[src/rtl/acc_alu_pkg.sv]
// Shared constants and types for the accumulator adder and status slice.
// Assumes the status byte is always 8 bits with a fixed flag layout.
package acc_alu_pkg;
    localparam int ST_W  = 8;
    localparam int BIT_C = 0;
    localparam int BIT_Z = 1;
    localparam int BIT_I = 2;
    localparam int BIT_D = 3;
    localparam int BIT_B = 4;
    localparam int BIT_U = 5;
    localparam int BIT_V = 6;
    localparam int BIT_N = 7;

    localparam logic [ST_W-1:0] ST_RESET    = 8'h20;
    localparam logic [ST_W-1:0] ST_ONE_MASK = 8'h20;

    typedef enum logic [1:0] {
        OP_NONE = 2'b00,
        OP_ADD  = 2'b01,
        OP_LOAD = 2'b10,
        OP_RSVD = 2'b11
    } alu_op_e;

    // Flag update request: mask selects bits, val gives their new values.
    typedef struct packed {
        logic [ST_W-1:0] mask;
        logic [ST_W-1:0] val;
    } st_upd_t;
endpackage

[src/rtl/acc_adder.sv]
// Combinational add-with-carry over DW bits, binary or packed-digit decimal.
// Assumes DW is a multiple of 4. The decimal path exists in the netlist but
// is selected only when DECIMAL_EN is set and dec_i is high. Overflow is
// always taken from the binary sum.
module acc_adder #(
    parameter int DW         = 8,
    parameter bit DECIMAL_EN = 1'b0
) (
    input  logic [DW-1:0] a_i,
    input  logic [DW-1:0] m_i,
    input  logic          cin_i,
    input  logic          dec_i,
    output logic [DW-1:0] sum_o,
    output logic          cout_o,
    output logic          ovf_o
);
    localparam int NDIG = DW / 4;

    logic [DW:0]   bin_sum;
    logic [DW-1:0] bcd_sum;
    logic [NDIG:0] dcarry;
    logic          use_dec;

    // Plain binary sum including the carry input.
    assign bin_sum = {1'b0, a_i} + {1'b0, m_i} + {{DW{1'b0}}, cin_i};

    // Signed overflow: equal operand signs, result sign differs from a_i.
    assign ovf_o = ~(a_i[DW-1] ^ m_i[DW-1]) & (a_i[DW-1] ^ bin_sum[DW-1]);

    assign dcarry[0] = cin_i;

    // One digit adder per 4-bit group, corrected by 6 when above 9.
    for (genvar g = 0; g < NDIG; g++) begin : g_dig
        logic [4:0] raw;
        logic       adj;
        assign raw = {1'b0, a_i[4*g +: 4]} + {1'b0, m_i[4*g +: 4]} + {4'b0, dcarry[g]};
        assign adj = (raw > 5'd9);
        assign bcd_sum[4*g +: 4] = raw[3:0] + (adj ? 4'd6 : 4'd0);
        assign dcarry[g+1] = adj;
    end

    assign use_dec = DECIMAL_EN & dec_i;

    // Pick the active result and carry.
    assign sum_o  = use_dec ? bcd_sum : bin_sum[DW-1:0];
    assign cout_o = use_dec ? dcarry[NDIG] : bin_sum[DW];
endmodule

[src/rtl/acc_flag_eval.sv]
// Turns the operation and its result into a flag update request.
// Assumes res_i already holds the value that goes to the accumulator.
module acc_flag_eval
    import acc_alu_pkg::*;
#(
    parameter int DW = 8
) (
    input  alu_op_e       op_i,
    input  logic [DW-1:0] res_i,
    input  logic          cout_i,
    input  logic          ovf_i,
    output st_upd_t       upd_o
);
    // Select which flags the operation writes and their new values.
    always_comb begin
        upd_o = '0;
        case (op_i)
            OP_ADD: begin
                upd_o.mask[BIT_C] = 1'b1;
                upd_o.mask[BIT_V] = 1'b1;
                upd_o.mask[BIT_Z] = 1'b1;
                upd_o.mask[BIT_N] = 1'b1;
                upd_o.val[BIT_C]  = cout_i;
                upd_o.val[BIT_V]  = ovf_i;
                upd_o.val[BIT_Z]  = (res_i == '0);
                upd_o.val[BIT_N]  = res_i[DW-1];
            end
            OP_LOAD: begin
                upd_o.mask[BIT_Z] = 1'b1;
                upd_o.mask[BIT_N] = 1'b1;
                upd_o.val[BIT_Z]  = (res_i == '0);
                upd_o.val[BIT_N]  = res_i[DW-1];
            end
            default: upd_o = '0;
        endcase
    end
endmodule

[src/rtl/acc_status_reg.sv]
// Registered packed status byte with per-bit write priority:
// whole-byte load, then single-flag write, then operation update.
// Bit 5 is forced to 1 on the output, whatever its storage holds.
module acc_status_reg
    import acc_alu_pkg::*;
(
    input  logic            clk,
    input  logic            rst_n,
    input  logic            ld_i,
    input  logic [ST_W-1:0] din_i,
    input  logic            fwr_i,
    input  logic [2:0]      fsel_i,
    input  logic            fval_i,
    input  st_upd_t         upd_i,
    output logic [ST_W-1:0] st_o
);
    logic [ST_W-1:0] st_q;

    // One flop per flag, each resolving its own write priority.
    for (genvar b = 0; b < ST_W; b++) begin : g_bit
        always_ff @(posedge clk) begin
            if (!rst_n)
                st_q[b] <= ST_RESET[b];
            else if (ld_i)
                st_q[b] <= din_i[b];
            else if (fwr_i && (fsel_i == 3'(b)))
                st_q[b] <= fval_i;
            else if (upd_i.mask[b])
                st_q[b] <= upd_i.val[b];
        end
    end

    // The unused bit always reads as one.
    assign st_o = st_q | ST_ONE_MASK;
endmodule

[src/rtl/acc_alu_status.sv]
// Top of the accumulator adder and status slice. acc_o is combinational
// from the inputs and the stored flags; status_o changes on the clock.
// Assumes the sequencer holds inputs stable around the rising edge.
module acc_alu_status
    import acc_alu_pkg::*;
#(
    parameter int DW         = 8,
    parameter bit DECIMAL_EN = 1'b0
) (
    input  logic          clk,
    input  logic          rst_n,
    input  logic [1:0]    op_i,
    input  logic [DW-1:0] acc_i,
    input  logic [DW-1:0] mem_i,
    input  logic          flag_wr_i,
    input  logic [2:0]    flag_sel_i,
    input  logic          flag_val_i,
    input  logic          stat_ld_i,
    input  logic [7:0]    stat_din_i,
    output logic [DW-1:0] acc_o,
    output logic [7:0]    status_o
);
    alu_op_e       op;
    logic [DW-1:0] add_sum;
    logic          add_cout;
    logic          add_ovf;
    st_upd_t       upd;

    assign op = alu_op_e'(op_i);

    acc_adder #(.DW(DW), .DECIMAL_EN(DECIMAL_EN)) u_adder (
        .a_i    (acc_i),
        .m_i    (mem_i),
        .cin_i  (status_o[BIT_C]),
        .dec_i  (status_o[BIT_D]),
        .sum_o  (add_sum),
        .cout_o (add_cout),
        .ovf_o  (add_ovf)
    );

    // Choose the next accumulator value for the current operation.
    always_comb begin
        case (op)
            OP_ADD:  acc_o = add_sum;
            OP_LOAD: acc_o = mem_i;
            default: acc_o = acc_i;
        endcase
    end

    acc_flag_eval #(.DW(DW)) u_eval (
        .op_i   (op),
        .res_i  (acc_o),
        .cout_i (add_cout),
        .ovf_i  (add_ovf),
        .upd_o  (upd)
    );

    acc_status_reg u_status (
        .clk    (clk),
        .rst_n  (rst_n),
        .ld_i   (stat_ld_i),
        .din_i  (stat_din_i),
        .fwr_i  (flag_wr_i),
        .fsel_i (flag_sel_i),
        .fval_i (flag_val_i),
        .upd_i  (upd),
        .st_o   (status_o)
    );
endmodule

[config.mk]
export PLATFORM = sky130hd
export DESIGN_NAME = acc_alu_status
export DESIGN_NICKNAME = d
export VERILOG_FILES = /design/src/rtl/acc_alu_pkg.sv /design/src/rtl/acc_adder.sv /design/src/rtl/acc_flag_eval.sv /design/src/rtl/acc_status_reg.sv /design/src/rtl/acc_alu_status.sv
export SDC_FILE = /design/constraint.sdc
export NUM_CORES = 1
export LEC_CHECK = 0
export ABC_AREA = 1
export BUFFER_PORTS_ARGS = -buffer_cell sky130_fd_sc_hd__buf_2
export CAP_MARGIN = 20
export CORE_UTILIZATION = 51
export DETAILED_ROUTE_END_ITERATION = 16
export GPL_ROUTABILITY_DRIVEN = 0
export PLACE_DENSITY = 0.85
export RECOVER_POWER = 100
export SETUP_SLACK_MARGIN = 0.15
export SLEW_MARGIN = 0
export SYNTH_ARGS = -nofsm -noshare
export SYNTH_HDL_FRONTEND = slang
export SYNTH_SLANG_ARGS = --single-unit
[constraint.sdc]
create_clock -name clk -period 6.45 [get_ports clk]
set_clock_uncertainty 0.05 [all_clocks]
set_input_delay 1.29 -clock clk [delete_from_list [all_inputs] [get_ports clk]]
set_output_delay 1.29 -clock clk [all_outputs]
set_load 0.05 [all_outputs]
=== After elaboration in Yosys (flattened, before gate mapping) ===
Index checks and enable logic that the tools add are counted.
Widths: inputs -> output; s select.

* Register bits after elaboration: 7
* Bits in latches: 0
* Memory bits (writable): 0
* Bits in read-only memories: 0
* Input port bits: 34
* Output and inout bits: 16
* Logic and storage cells: 63
* Memories kept: 0

* Add/subtract/negate cells: 2
* Multipliers: 0
* Divide/modulo/power cells: 0
* Magnitude comparators: 0
* Equality and inequality tests: 8
* Shift operators: 0
* Mux-type cells: 25
* Bitwise logic cells: 4
* Reductions and logical operators: 17

{| class="wikitable"
|+ Operators with widths
! cell !! count
|-
| $mux 1 || 24
|-
| $pmux 8 s2 || 1
|-
| $reduce_bool 3->1 || 4
|-
| $add 8x8->9 || 1
|-
| $add 9x1->9 || 1
|-
| $eq 3x3->1 const B || 3
|-
| $logic_not 8->1 || 1
|-
| $logic_and 1x1->1 || 7
|-
| $eq 3x2->1 const B || 2
|-
| $reduce_bool 2->1 || 3
|-
| $eq 3x1->1 const B || 1
|-
| $logic_not 3->1 || 1
|-
| $eq 2x1->1 const B || 1
|-
| $eq 2x2->1 const B || 1
|-
| $reduce_or 2->1 || 1
|-
| $xor 1x1->1 || 2
|-
| $and 1x1->1 || 1
|-
| $not 1->1 || 1
|}

=== Longest topological paths before layout ===
Gate-level depths: netlist of run 1.

* Depth after elaboration: 8
* Depth in mapped cells: 15
* Gate-level depth less buffers: 15

=== Modules after synthesis ===
A second synthesis of run 1 with hierarchy kept.

* Cells, all modules: 251
* Area, all modules: 1,370.1 um^2

{| class="wikitable"
|+ Modules (own cells, without submodules)
! module !! instances !! cells each !! area each (um^2) !! sequential area each (um^2)
|-
| acc_status_reg || 1 || 110 || 591.8 || 140.1
|-
| acc_adder || 1 || 58 || 386.6 || 0.0
|-
| acc_alu_status || 1 || 56 || 242.7 || 0.0
|-
| acc_flag_eval || 1 || 27 || 148.9 || 0.0
|}

=== Worst setup path after synthesis of run 1 ===
No wires, ideal clock.

* Kind: input port to output port
* From: input port acc_i[0]
* To: output port acc_o[1]
* Data arrival time: 3,159 ps
* Path slack: 1,951 ps
* Cell stages on the path: 6
* Path buffers: 0
* Path through: fa_1 -> inv_1 -> fa_1 -> o21ai_1 -> nor2_1 -> a21oi_1

* Cells in the longest elaborated chain, start to end: 3

{| class="wikitable"
|+ Ends and longest elaborated chain
! element !! RTL line !! RTL
|-
| from (decl) || acc_alu_status.sv:13 || <nowiki>input logic [DW-1:0] acc_i,</nowiki>
|-
| $add 8x8->9 || acc_adder.sv:25 || <nowiki>assign bin_sum = {1'b0, a_i} + {1'b0, m_i} + {{DW{1'b0}}, cin_i};</nowiki>
|-
| $add 9x1->9 || acc_adder.sv:25 ||
|-
| $pmux 8 s2 || acc_alu_status.sv:43 || <nowiki>case (op)</nowiki>
|-
| to (decl) || acc_alu_status.sv:20 || <nowiki>output logic [DW-1:0] acc_o,</nowiki>
|}

Every way passes these cells.

=== Worst setup path after layout of run 1 ===
* From: input port acc_i[0]
* To: output port acc_o[6]

The elaborated chain is that of the path after synthesis.

==> summary.txt, run 1 <==
Outcome
  • Run status: finished clean

Route
  • Vias/cell: 4.93
  • DR WL/cell: 10.1 um
  • Vias: 1321
  • DR pass1 iterations: 4
  • Drt drc: 0
  • Final WL: 2720 um
  • First DRT Iteration DRCs: 29
  • Antenna viol nets, final: 0

Place
  • PortBufs: 47
  • Placement Setup Slack: 2.02 ns
  • Placed cell area: 1350 um^2
  • Detailed Place HPWL: 2170 um

Timing
  • Fin crit period: 4.67 ns
  • Slew @ Worst Pin: 0.599 ns
  • Final setup violation count: 0
  • Slew HR: 0.603
  • Final worst slack: 1.78 ns
  • RSZ-0062 raised after global routing: no
  • Pins over their slew limit: 0
  • Final-report hold violation count: 0
  • Final TNS setup: 0 ns
  • F_max: 214 MHz
  • Final worst-path cycle share: 0.724

Clock network
  • Root buffer cell: clkbuf_4
  • Later-pin clock latency in the skew report: 0.27 ns
  • Clock sink count: 7
  • CTS buffer count: 3
  • Post-CTS Setup Repair Bufs: 0
  • PostCTS Resize Cnt: 0
  • CTS max path bufs: 2
  • TritonCTS clock tree: built
  • Clock transition at path regs: 0.05 ns
  • Hold-fix buffers, CTS: 0
  • H-tree levels: 1

Setup path
  • CP Launch Type: primary input
  • Worst path required time: 5.11 ns
  • Largest fanout on the critical path: 3
  • Worst path max stage delay: 0.48 ns
  • CP endpoint kind: output pin
  • Delay-heaviest family, CP: buffers and inverters
  • CP Buf/Inv Count: 5
  • Slowest CP cell: fa_1
  • Worst EP arrival: 3.33 ns
  • CP Cell Sequence: clkbuf_1 > fa_1 > inv_1 > fa_1 > inv_1 > nand2_1 > nand2_1 > nand4_1 > nand2_1 > nand2_1 > nand3_1 > nand2_1 > o21ai_1 > inv_1 > clkbuf_1
  • Crit Path Category: primary input to output pin
  • CP most frequent cell: nand2_1

Logic synthesis
  • Synth top area share: 0.147
  • Unique cell type count in the Yosys netlist: 29
  • Simple-Gate Fraction of Synth Area: 0.388
  • Adder-cell area share of the yosys netlist: 0.136
  • XOR/XNOR share of the synthesized area: 0.00779
  • Post-synthesis sequential area ratio: 0.125
  • Mux contribution to synthesized area: 0
  • Syn nets: 242
  • Compound-Gate Fraction of Synth Area: 0.175
  • Synthesized area: 1120 um^2
  • Yosys warns: 0
  • Syn_area_per_cell: 5.71 um^2
  • Top cells by area, synth: nand2_1, dfxtp_1, inv_1
  • Main combinational cell family by area after synthesis: simple AND/OR/NAND/NOR gates
  • Yosys top cell by area: nand2_1
  • Mapped Cells: 197
  • Post-synthesis register bit count: 7

Cells and area
  • Most common cell after layout, fill and taps aside: nand2_1
  • Fraction of layout instances using a drive strength above 1: 0.187
  • Most frequent cells in the layout: nand2_1, inv_1, buf_2
  • Nets: 287
  • Final Instance Area: 1350 um^2
  • Max FFs per register: 7
  • Syn-to-layout area delta: 20.1%
  • # diodes: 0

Floorplan
  • Die Ht: 49.0 um
  • Core Area: 2020 um^2
  • Die ar.: 2400 um^2
  • Initial Utilization: 0.556
  • Cell row count: 16
  • Top Ports: 50
  • Die W: 49.0 um

GRT
  • Vias in the first global route: 1141
  • First-pass GRT wire length: 4730 um
  • Overflow after GRT: 0
  • Total GRT Usage: 0.251
  • Initial antenna violation count: 0
  • Pin count of the biggest net entering global routing: 15

Power
  • Logic pwr share: 0.592
  • Internal power: 0.108 mW
  • P_sw: 0.112 mW
  • VDD IR max: 0.105 mV
  • Pwr dens: 163 nW/um^2
  • Pleak: 0.749 nW
  • Switching part of the total power: 0.509
  • Clock network fraction of total power: 0.188
  • Sequential power share: 0.220
  • Total Power: 0.220 mW

Hold path
  • Hold Path Class: flip-flop to flip-flop

Job
  • Max_cap viols: 0
[cells in the mapped netlist, drive strengths merged]
cell / count
a21oi: 18
inv: 38
nand3: 16
a21boi: 1
a221oi: 3
fa: 2
dfxtp: 7
o21ai: 11
a31oi: 1
ha: 9
nand3b: 1
buf: 6
conb: 1
nand4: 2
or2: 4
nor3: 8
nand2: 50
clkbuf: 1
xor2: 1
nor2: 17
[final timing paths]
| kind | start | endpoint | slack (ns) | cells past startpoint |
|---|---|---|---|---|
| worst max-delay path | acc_i[0] | acc_o[6] | 1.78 | 15 |
| worst min-delay path | u_status.st_o[7] | u_status.st_o[7] | 0.41 | 2 |
| worst max register to register | u_status.st_o[0] | u_status.st_o[1] | 4.27 | 14 |
| worst min register to register | u_status.st_o[7] | u_status.st_o[7] | 0.41 | 2 |
[area by class of cell]
cell class / count / area, um^2
well taps: 27 / 33.8
fillers: 225 / 671
flip-flops and latches: 7 / 140
inverters: 38 / 143
multi-input cells: 145 / 796
repair buffers: 47 / 213
clock buffers: 4 / 26.3
[per-stage QoR]
step                      utilization  hold slack (ns)  std cells
after floorplan                     -            0.395        197
final                           0.668            0.413        268
after detailed placement        0.668            0.406        264
after global routing            0.668            0.443        268
after global placement          0.668            0.401        264
after CTS                       0.681            0.414        268
[worst register-to-register path, cell delays in order, from the launching register on]
cell and delay, ns:
dfxtp_1 0.36, fa_1 0.24, inv_1 0.07, fa_1 0.38, inv_1 0.07, nand2_1 0.06
nand2_1 0.11, nand3_1 0.08, nand3_1 0.09, nand2_1 0.06, nand2_1 0.07, nand3_1 0.10
nor2_1 0.14, nand3_1 0.11, a21oi_2 0.12
[power by group through the flow]
| stage | clock [mW] | sequential, mW | combinational [mW] |
|---|---|---|---|
| after floorplan | 0 | 0.0575 | 0.0937 |
| after global placement | 0 | 0.0492 | 0.132 |
| after detailed placement | 0 | 0.0492 | 0.133 |
| after CTS | 0.0426 | 0.0484 | 0.133 |
| after global routing | 0.0461 | 0.0488 | 0.144 |
| final | 0.0415 | 0.0485 | 0.130 |
[logic make-up (layout without fill, tap and decap cells)]
kind of cell,count (synthesis),in the layout
XOR/XNOR,1,1
AND/OR/NAND/NOR,98,98
adder cells (fa/ha/maj),11,11
AO/OA/AOI/OAI,34,34
flip-flops,7,7
buffers and inverters,45,89
other,1,1
[metal layers]
layer,up-vias,global-route usage,wire length (um)
li1,715,-,-
met4,0,0.0735,40
met3,5,0.0561,121
met1,567,0.343,1390
met2,34,0.391,1170
met5,-,0,0
(Power assumes the default switching activity.)
==> inputs of run 2 (changes only) <==
--- a/config.mk
+++ b/config.mk
@@ -8,10 +8,10 @@
 export ABC_AREA = 1
 export BUFFER_PORTS_ARGS = -buffer_cell sky130_fd_sc_hd__buf_2
 export CAP_MARGIN = 20
-export CORE_UTILIZATION = 51
+export CORE_UTILIZATION = 47
 export DETAILED_ROUTE_END_ITERATION = 16
 export GPL_ROUTABILITY_DRIVEN = 0
-export PLACE_DENSITY = 0.85
+export PLACE_DENSITY = 0.8
 export RECOVER_POWER = 100
 export SETUP_SLACK_MARGIN = 0.15
 export SLEW_MARGIN = 0
==> constraint.sdc (replaced) <==
create_clock -name clk -period 4.9 [get_ports clk]
set_clock_uncertainty 0.05 [all_clocks]
set_input_delay 0.98 -clock clk [delete_from_list [all_inputs] [get_ports clk]]
set_output_delay 0.98 -clock clk [all_outputs]
set_load 0.05 [all_outputs]
==> run 2 against run 1 <==
Via count increased by 2.0%. Core utilization fell by 6.2 points. Count of clock-buffer cells in the layout unchanged. Critical endpoint unchanged. Setup slack got worse by 0.97 ns. Critical path depth did not move. First-iteration DRC count increased by 31%. Cell count rose by 0.37%. Highest routed layer unchanged. Register-to-register slack got worse by 1.5 ns. Flip-flop and latch count unchanged.
==> summary.txt, run 2 (same netlist as run 1, synthesis figures left out) <==
GRT
  • Vias in the first global route: 1163 (+1.9%)
  • Overflow after GRT: 0 (unchanged)
  • First-pass GRT wire length: 4940 um (+4.4%)
  • Initial antenna violation count: 0 (unchanged)
  • Total GRT Usage: 0.248 (-0.00315)
  • Pin count of the biggest net entering global routing: 15 (unchanged)

Power
  • Sequential power share: 0.219 (about the same)
  • Clock network fraction of total power: 0.191 (+0.003)
  • Pleak: 0.755 nW (+0.75%)
  • Pwr dens: 215 nW/um^2 (+32%)
  • Logic pwr share: 0.590 (-0.002)
  • VDD IR max: 0.174 mV (+65%)
  • Switching part of the total power: 0.510 (+0.00131)
  • P_sw: 0.149 mW (+33%)
  • Internal power: 0.143 mW (+32%)

Timing
  • F_max: 244 MHz
  • Fin Hold WS: 0.414 ns (+0.000496 ns)
  • Final TNS setup: 0 ns (unchanged)
  • RSZ-0062 raised after global routing: no
  • Fin crit period: 4.09 ns
  • Slew @ Worst Pin: 0.607 ns (+0.00811 ns)
  • Final-report hold violation count: 0 (unchanged)
  • Final setup violation count: 0 (unchanged)
  • Slew HR: 0.597 (-0.00538)
  • Final worst-path cycle share: 0.835
  • Pins over their slew limit: 0 (unchanged)

Cells and area
  • Final Instance Area: 1360 um^2 (+0.28%)
  • Most frequent cells in the layout: nand2_1, inv_1, buf_2
  • Most common cell after layout, fill and taps aside: nand2_1
  • # diodes: 0 (unchanged)
  • Syn-to-layout area delta: 20.5%
  • Nets: 287 (unchanged)
  • Fill count: 262 (+16%)
  • Fraction of layout instances using a drive strength above 1: 0.195 (+0.00830)
  • Max FFs per register: 7 (unchanged)

Floorplan
  • Cell row count: 17 (+1)
  • Die W: 50.9 um (+4.0%)
  • Top Ports: 50 (unchanged)
  • Die Ht: 50.9 um (+4.0%)
  • Core Area: 2230 um^2 (+10%)
  • Initial Utilization: 0.504 (-0.0527)
  • Die ar.: 2590 um^2 (+8.1%)

Setup path
  • R2R Path Start: u_status.st_o[0]
  • CP endpoint kind: output pin
  • Largest fanout on the critical path: 3 (unchanged)
  • Worst path required time: 3.87 ns (-1.24 ns)
  • R2r endpoint: u_status.st_o[1]
  • Worst-case reg-to-reg path depth: 11 (-3)
  • CP Launch Type: primary input
  • CP most frequent cell: nand2_1
  • Worst path max stage delay: 0.48 ns (about the same)
  • Delay-heaviest family, CP: buffers and inverters
  • CP Buf/Inv Count: 5 (unchanged)
  • CP Cell Sequence: clkbuf_1 > fa_1 > inv_1 > fa_1 > inv_1 > nand2_1 > nand2_1 > nand4_1 > nand2_1 > nand2_1 > nand3_1 > nand2_1 > o21ai_0 > inv_1 > clkbuf_1
  • Crit Path Category: primary input to output pin
  • R2R Setup Slk: 2.76 ns (-1.51 ns)
  • Worst EP arrival: 3.06 ns (-0.27 ns)
  • Slowest CP cell: fa_1

Clock network
  • PostCTS Resize Cnt: 0 (unchanged)
  • Hold-fix buffers, CTS: 0 (unchanged)
  • TritonCTS clock tree: built
  • H-tree levels: 1 (unchanged)
  • CTS max path bufs: 2 (unchanged)
  • Root buffer cell: clkbuf_4
  • Clock sink count: 7 (unchanged)
  • Later-pin clock latency in the skew report: 0.26 ns (about the same)
  • Clock transition at path regs: 0.06 ns (about the same)
  • CTS buffer count: 3 (unchanged)
  • Post-CTS Setup Repair Bufs: 0 (unchanged)

Route
  • Vias: 1347 (+2.0%)
  • Antenna viol nets, final: 0 (unchanged)
  • Vias/cell: 5.01 (+1.6%)
  • Drt drc: 0 (unchanged)
  • DR pass1 iterations: 4 (unchanged)
  • Final WL: 2830 um (+4.1%)
  • First DRT Iteration DRCs: 38 (+31%)
  • DR WL/cell: 10.5 um (+3.7%)

Job
  • Max_cap viols: 0 (unchanged)

Hold path
  • Endpoint, Worst Hold: u_status.st_o[7]
  • Hold Path Class: flip-flop to flip-flop
  • Hold Startpoint: u_status.st_o[7]
  • WHS Path Cells: 2 (unchanged)

Place
  • Placed cell area: 1350 um^2 (about the same)
  • Detailed Place HPWL: 2300 um (+6.0%)
  • PortBufs: 47 (unchanged)

Outcome
  • Run status: finished clean
-- run 2: changes by cell type in the layout (fill, tap and decap cells not counted), sizes merged --
cell / delta
clkbuf: -2
buf: +2
-- run 2: final cells by class --
type	instances	area, um^2	area share
Timing Repair Buffer	47	215	0.159
Inverter	38	143	0.105
Multi-Input combinational cell	145	796	0.587
Sequential cell	7	140	0.103
Clock buffer	4	26.3	0.0194
Tap cell	28	35.0	0.0259
-- run 2: per-stage QoR --
step / util / setup slack, ns / power [mW] / instances
global route: 0.607 / 0.593 / 0.317 / 269
floorplan: - / 1.02 / 0.199 / 197
CTS: 0.617 / 1.06 / 0.297 / 269
global placement: 0.605 / 1.09 / 0.238 / 265
detailed placement: 0.605 / 1.08 / 0.241 / 265
finish: 0.607 / 0.809 / 0.292 / 269
-- run 2: routing by layer --
layer	up-vias	GRT usage	wire, um
li1	711	-	-
met1	586	0.339	1340
met2	48	0.395	1270
met3	2	0.0595	207
met4	0	0.0417	14
met5	-	0	0
-- run 2: worst reg2reg max path: cells and delay by family, from the launching register on --
| family | cells | cell delay (ns) |
|---|---|---|
| buf+inv | 1 | 0.07 |
| flops | 1 | 0.36 |
| fa+ha+maj | 2 | 0.72 |
| compound gates | 2 | 0.20 |
| simple gates | 6 | 0.70 |
-- run 2: power by group through the flow --
stage | Combinational (mW) | Sequential (mW) | Clock, mW
floorplan | 0.123 | 0.0756 | 0
global placement | 0.173 | 0.0649 | 0
detailed placement | 0.176 | 0.0647 | 0
CTS | 0.176 | 0.0636 | 0.0569
global route | 0.191 | 0.0643 | 0.0618
finish | 0.172 | 0.0638 | 0.0558
-- run 2: worst max-delay path by stage --
stage	from	end	slack, ns	cells after the start
finish	acc_i[0]	acc_o[6]	0.81	15
global route	acc_i[0]	acc_o[6]	0.59	15
CTS	acc_i[0]	acc_o[6]	1.06	15
detailed placement	acc_i[0]	acc_o[6]	1.08	15
global placement	acc_i[0]	acc_o[6]	1.09	15
floorplan	acc_i[0]	acc_o[1]	1.02	6
==> inputs of run 3 (changes only) <==
==> constraint.sdc (replaced) <==
create_clock -name clk -period 3.8 [get_ports clk]
set_clock_uncertainty 0.05 [all_clocks]
set_input_delay 0.76 -clock clk [delete_from_list [all_inputs] [get_ports clk]]
set_output_delay 0.76 -clock clk [all_outputs]
set_load 0.05 [all_outputs]
==> run 3 against run 2 <==
Sequential power is 29% higher. Register-to-register slack worse by 1.1 ns. Count of clock-buffer cells in the layout stayed put. Via count is 1.5% lower. Power is 29% higher. Largest cell class unchanged.
==> summary.txt, run 3 (same netlist as run 1, synthesis figures left out) <==
Outcome
  • Run status: finished clean

Timing
  • Final setup violation count: 0 (unchanged)
  • Final-report hold violation count: 0 (unchanged)
  • Final TNS setup: 0 ns (unchanged)
  • Final worst-path cycle share: 0.915
  • Fin crit period: 3.48 ns
  • Slew HR: 0.597 (about the same)
  • Slew @ Worst Pin: 0.607 ns (+0.000228 ns)
  • RSZ-0062 raised after global routing: no
  • F_max: 288 MHz
  • Pins over their slew limit: 0 (unchanged)

Setup path
  • Worst path max stage delay: 0.46 ns (-0.02 ns)
  • CP Cell Sequence: clkbuf_1 > fa_1 > inv_1 > fa_1 > inv_1 > nand2_1 > nand2_1 > nand2_1 > nand2_1 > nand3_1 > nand2_1 > nand2_1 > inv_1 > clkbuf_1
  • Slowest CP cell: clkbuf_1
  • CP most frequent cell: nand2_1
  • Worst path required time: 2.99 ns (-0.88 ns)
  • CP endpoint kind: output pin
  • R2R Setup Slk: 1.62 ns (-1.14 ns)
  • Worst EP arrival: 2.67 ns (-0.39 ns)
  • Largest fanout on the critical path: 3 (unchanged)
  • Crit Path Category: primary input to output pin
  • Delay-heaviest family, CP: buffers and inverters
  • CP Launch Type: primary input
  • CP Buf/Inv Count: 5 (unchanged)

Place
  • Detailed Place HPWL: 2230 um (-3.1%)
  • PortBufs: 47 (unchanged)

Route
  • Vias/cell: 4.93 (-1.5%)
  • DR pass1 iterations: 4 (unchanged)
  • Final WL: 2750 um (-2.5%)
  • Drt drc: 0 (unchanged)
  • Vias: 1327 (-1.5%)
  • DR WL/cell: 10.2 um (-2.5%)
  • Antenna viol nets, final: 0 (unchanged)
  • First DRT Iteration DRCs: 26 (-32%)

GRT
  • Pin count of the biggest net entering global routing: 15 (unchanged)
  • Total GRT Usage: 0.231 (-0.0162)
  • Vias in the first global route: 1148 (-1.3%)
  • First-pass GRT wire length: 4640 um (-6.2%)
  • Overflow after GRT: 0 (unchanged)
  • Initial antenna violation count: 0 (unchanged)

Cells and area
  • Register area: 140 um^2 (unchanged)
  • Nets: 287 (unchanged)
  • Syn-to-layout area delta: 20.6% (about the same)
  • # diodes: 0 (unchanged)
  • Max FFs per register: 7 (unchanged)
  • Core Util, Final: 0.607 (about the same)
  • Fill count: 234 (-11%)
  • Fraction of layout instances using a drive strength above 1: 0.199 (+0.00415)
  • Most common cell after layout, fill and taps aside: nand2_1
  • Most frequent cells in the layout: nand2_1, inv_1, buf_2
  • Area of the multi-input gates: 796 um^2 (unchanged)

Clock network
  • TritonCTS clock tree: built
  • H-tree levels: 1 (unchanged)
  • PostCTS Resize Cnt: 0 (unchanged)
  • Post-CTS Setup Repair Bufs: 0 (unchanged)
  • CTS buffer count: 3 (unchanged)
  • Later-pin clock latency in the skew report: 0.26 ns (about the same)
  • CTS max path bufs: 2 (unchanged)
  • Root buffer cell: clkbuf_4
  • Clock transition at path regs: 0.06 ns (about the same)
  • Hold-fix buffers, CTS: 0 (unchanged)
  • Clock sink count: 7 (unchanged)

Floorplan
  • Die W: 50.9 um (unchanged)
  • Initial Utilization: 0.504 (unchanged)
  • Die ar.: 2590 um^2 (unchanged)
  • Core Area: 2230 um^2 (unchanged)
  • Die Ht: 50.9 um (unchanged)
  • Cell row count: 17 (unchanged)
  • Top Ports: 50 (unchanged)

Job
  • Max_cap viols: 0 (unchanged)

Power
  • VDD IR max: 0.214 mV (+23%)
  • Pleak: 0.758 nW (+0.40%)
  • Pwr dens: 278 nW/um^2 (+29%)

Hold path
  • Hold Path Class: flip-flop to flip-flop
==> run 3: per-layer routing <==
layer	wire, um	part of all wire	global-route usage	vias to the layer above
met2	1160	0.42	0.344	34
met5	0	0	0	-
met3	137	0.050	0.0625	4
li1	-	-	-	718
met1	1450	0.52	0.329	571
met4	14	0.0051	0.0509	0
==> run 3: worst register-to-register path, stage by stage (launching register included) <==
cell and delay, ns:
dfxtp_1 0.36, fa_1 0.24, inv_1 0.07, fa_1 0.39, inv_1 0.07, nand2_1 0.07, nand2_1 0.11, nand4_1 0.12
nand2_1 0.08, nand2_1 0.06, nand3_1 0.07, nand2_1 0.06, o21ai_1 0.09, nand3_1 0.15, a21oi_2 0.13
==> run 3: final timing paths <==
path | startpoint | cells after the start | end
worst max-delay path | acc_i[0] | 14 | acc_o[4]
worst min-delay path | u_status.st_o[7] | 2 | u_status.st_o[7]
worst max register to register | u_status.st_o[0] | 14 | u_status.st_o[1]
worst min register to register | u_status.st_o[7] | 2 | u_status.st_o[7]
==> run 3: cell type report <==
| type | count | share of cell area |
|---|---|---|
| clock buffers | 4 | 0.0194 |
| flip-flops and latches | 7 | 0.103 |
| well taps | 28 | 0.0258 |
| repair buffers | 47 | 0.160 |
| multi-input cells | 145 | 0.587 |
| inverters | 38 | 0.105 |
==> run 3: metrics by stage <==
stage               area [um^2]  std cells  hold slack, ns  power (mW)  setup WS, ns
finish                     1360        269           0.413       0.377         0.323
global route               1360        269           0.434       0.407         0.179
CTS                        1380        269           0.408       0.382         0.402
detailed placement         1350        265           0.399       0.310         0.403
global placement           1350        265           0.400       0.307         0.433
floorplan                  1120        197           0.395       0.257         0.361
==> run 3: power breakdown <==
part | total [mW] | internal [mW] | switching, mW
registers | 0.0823 | 0.0792 | 0.00312
clock network | 0.0722 | 0.0404 | 0.0318
logic | 0.223 | 0.0654 | 0.157
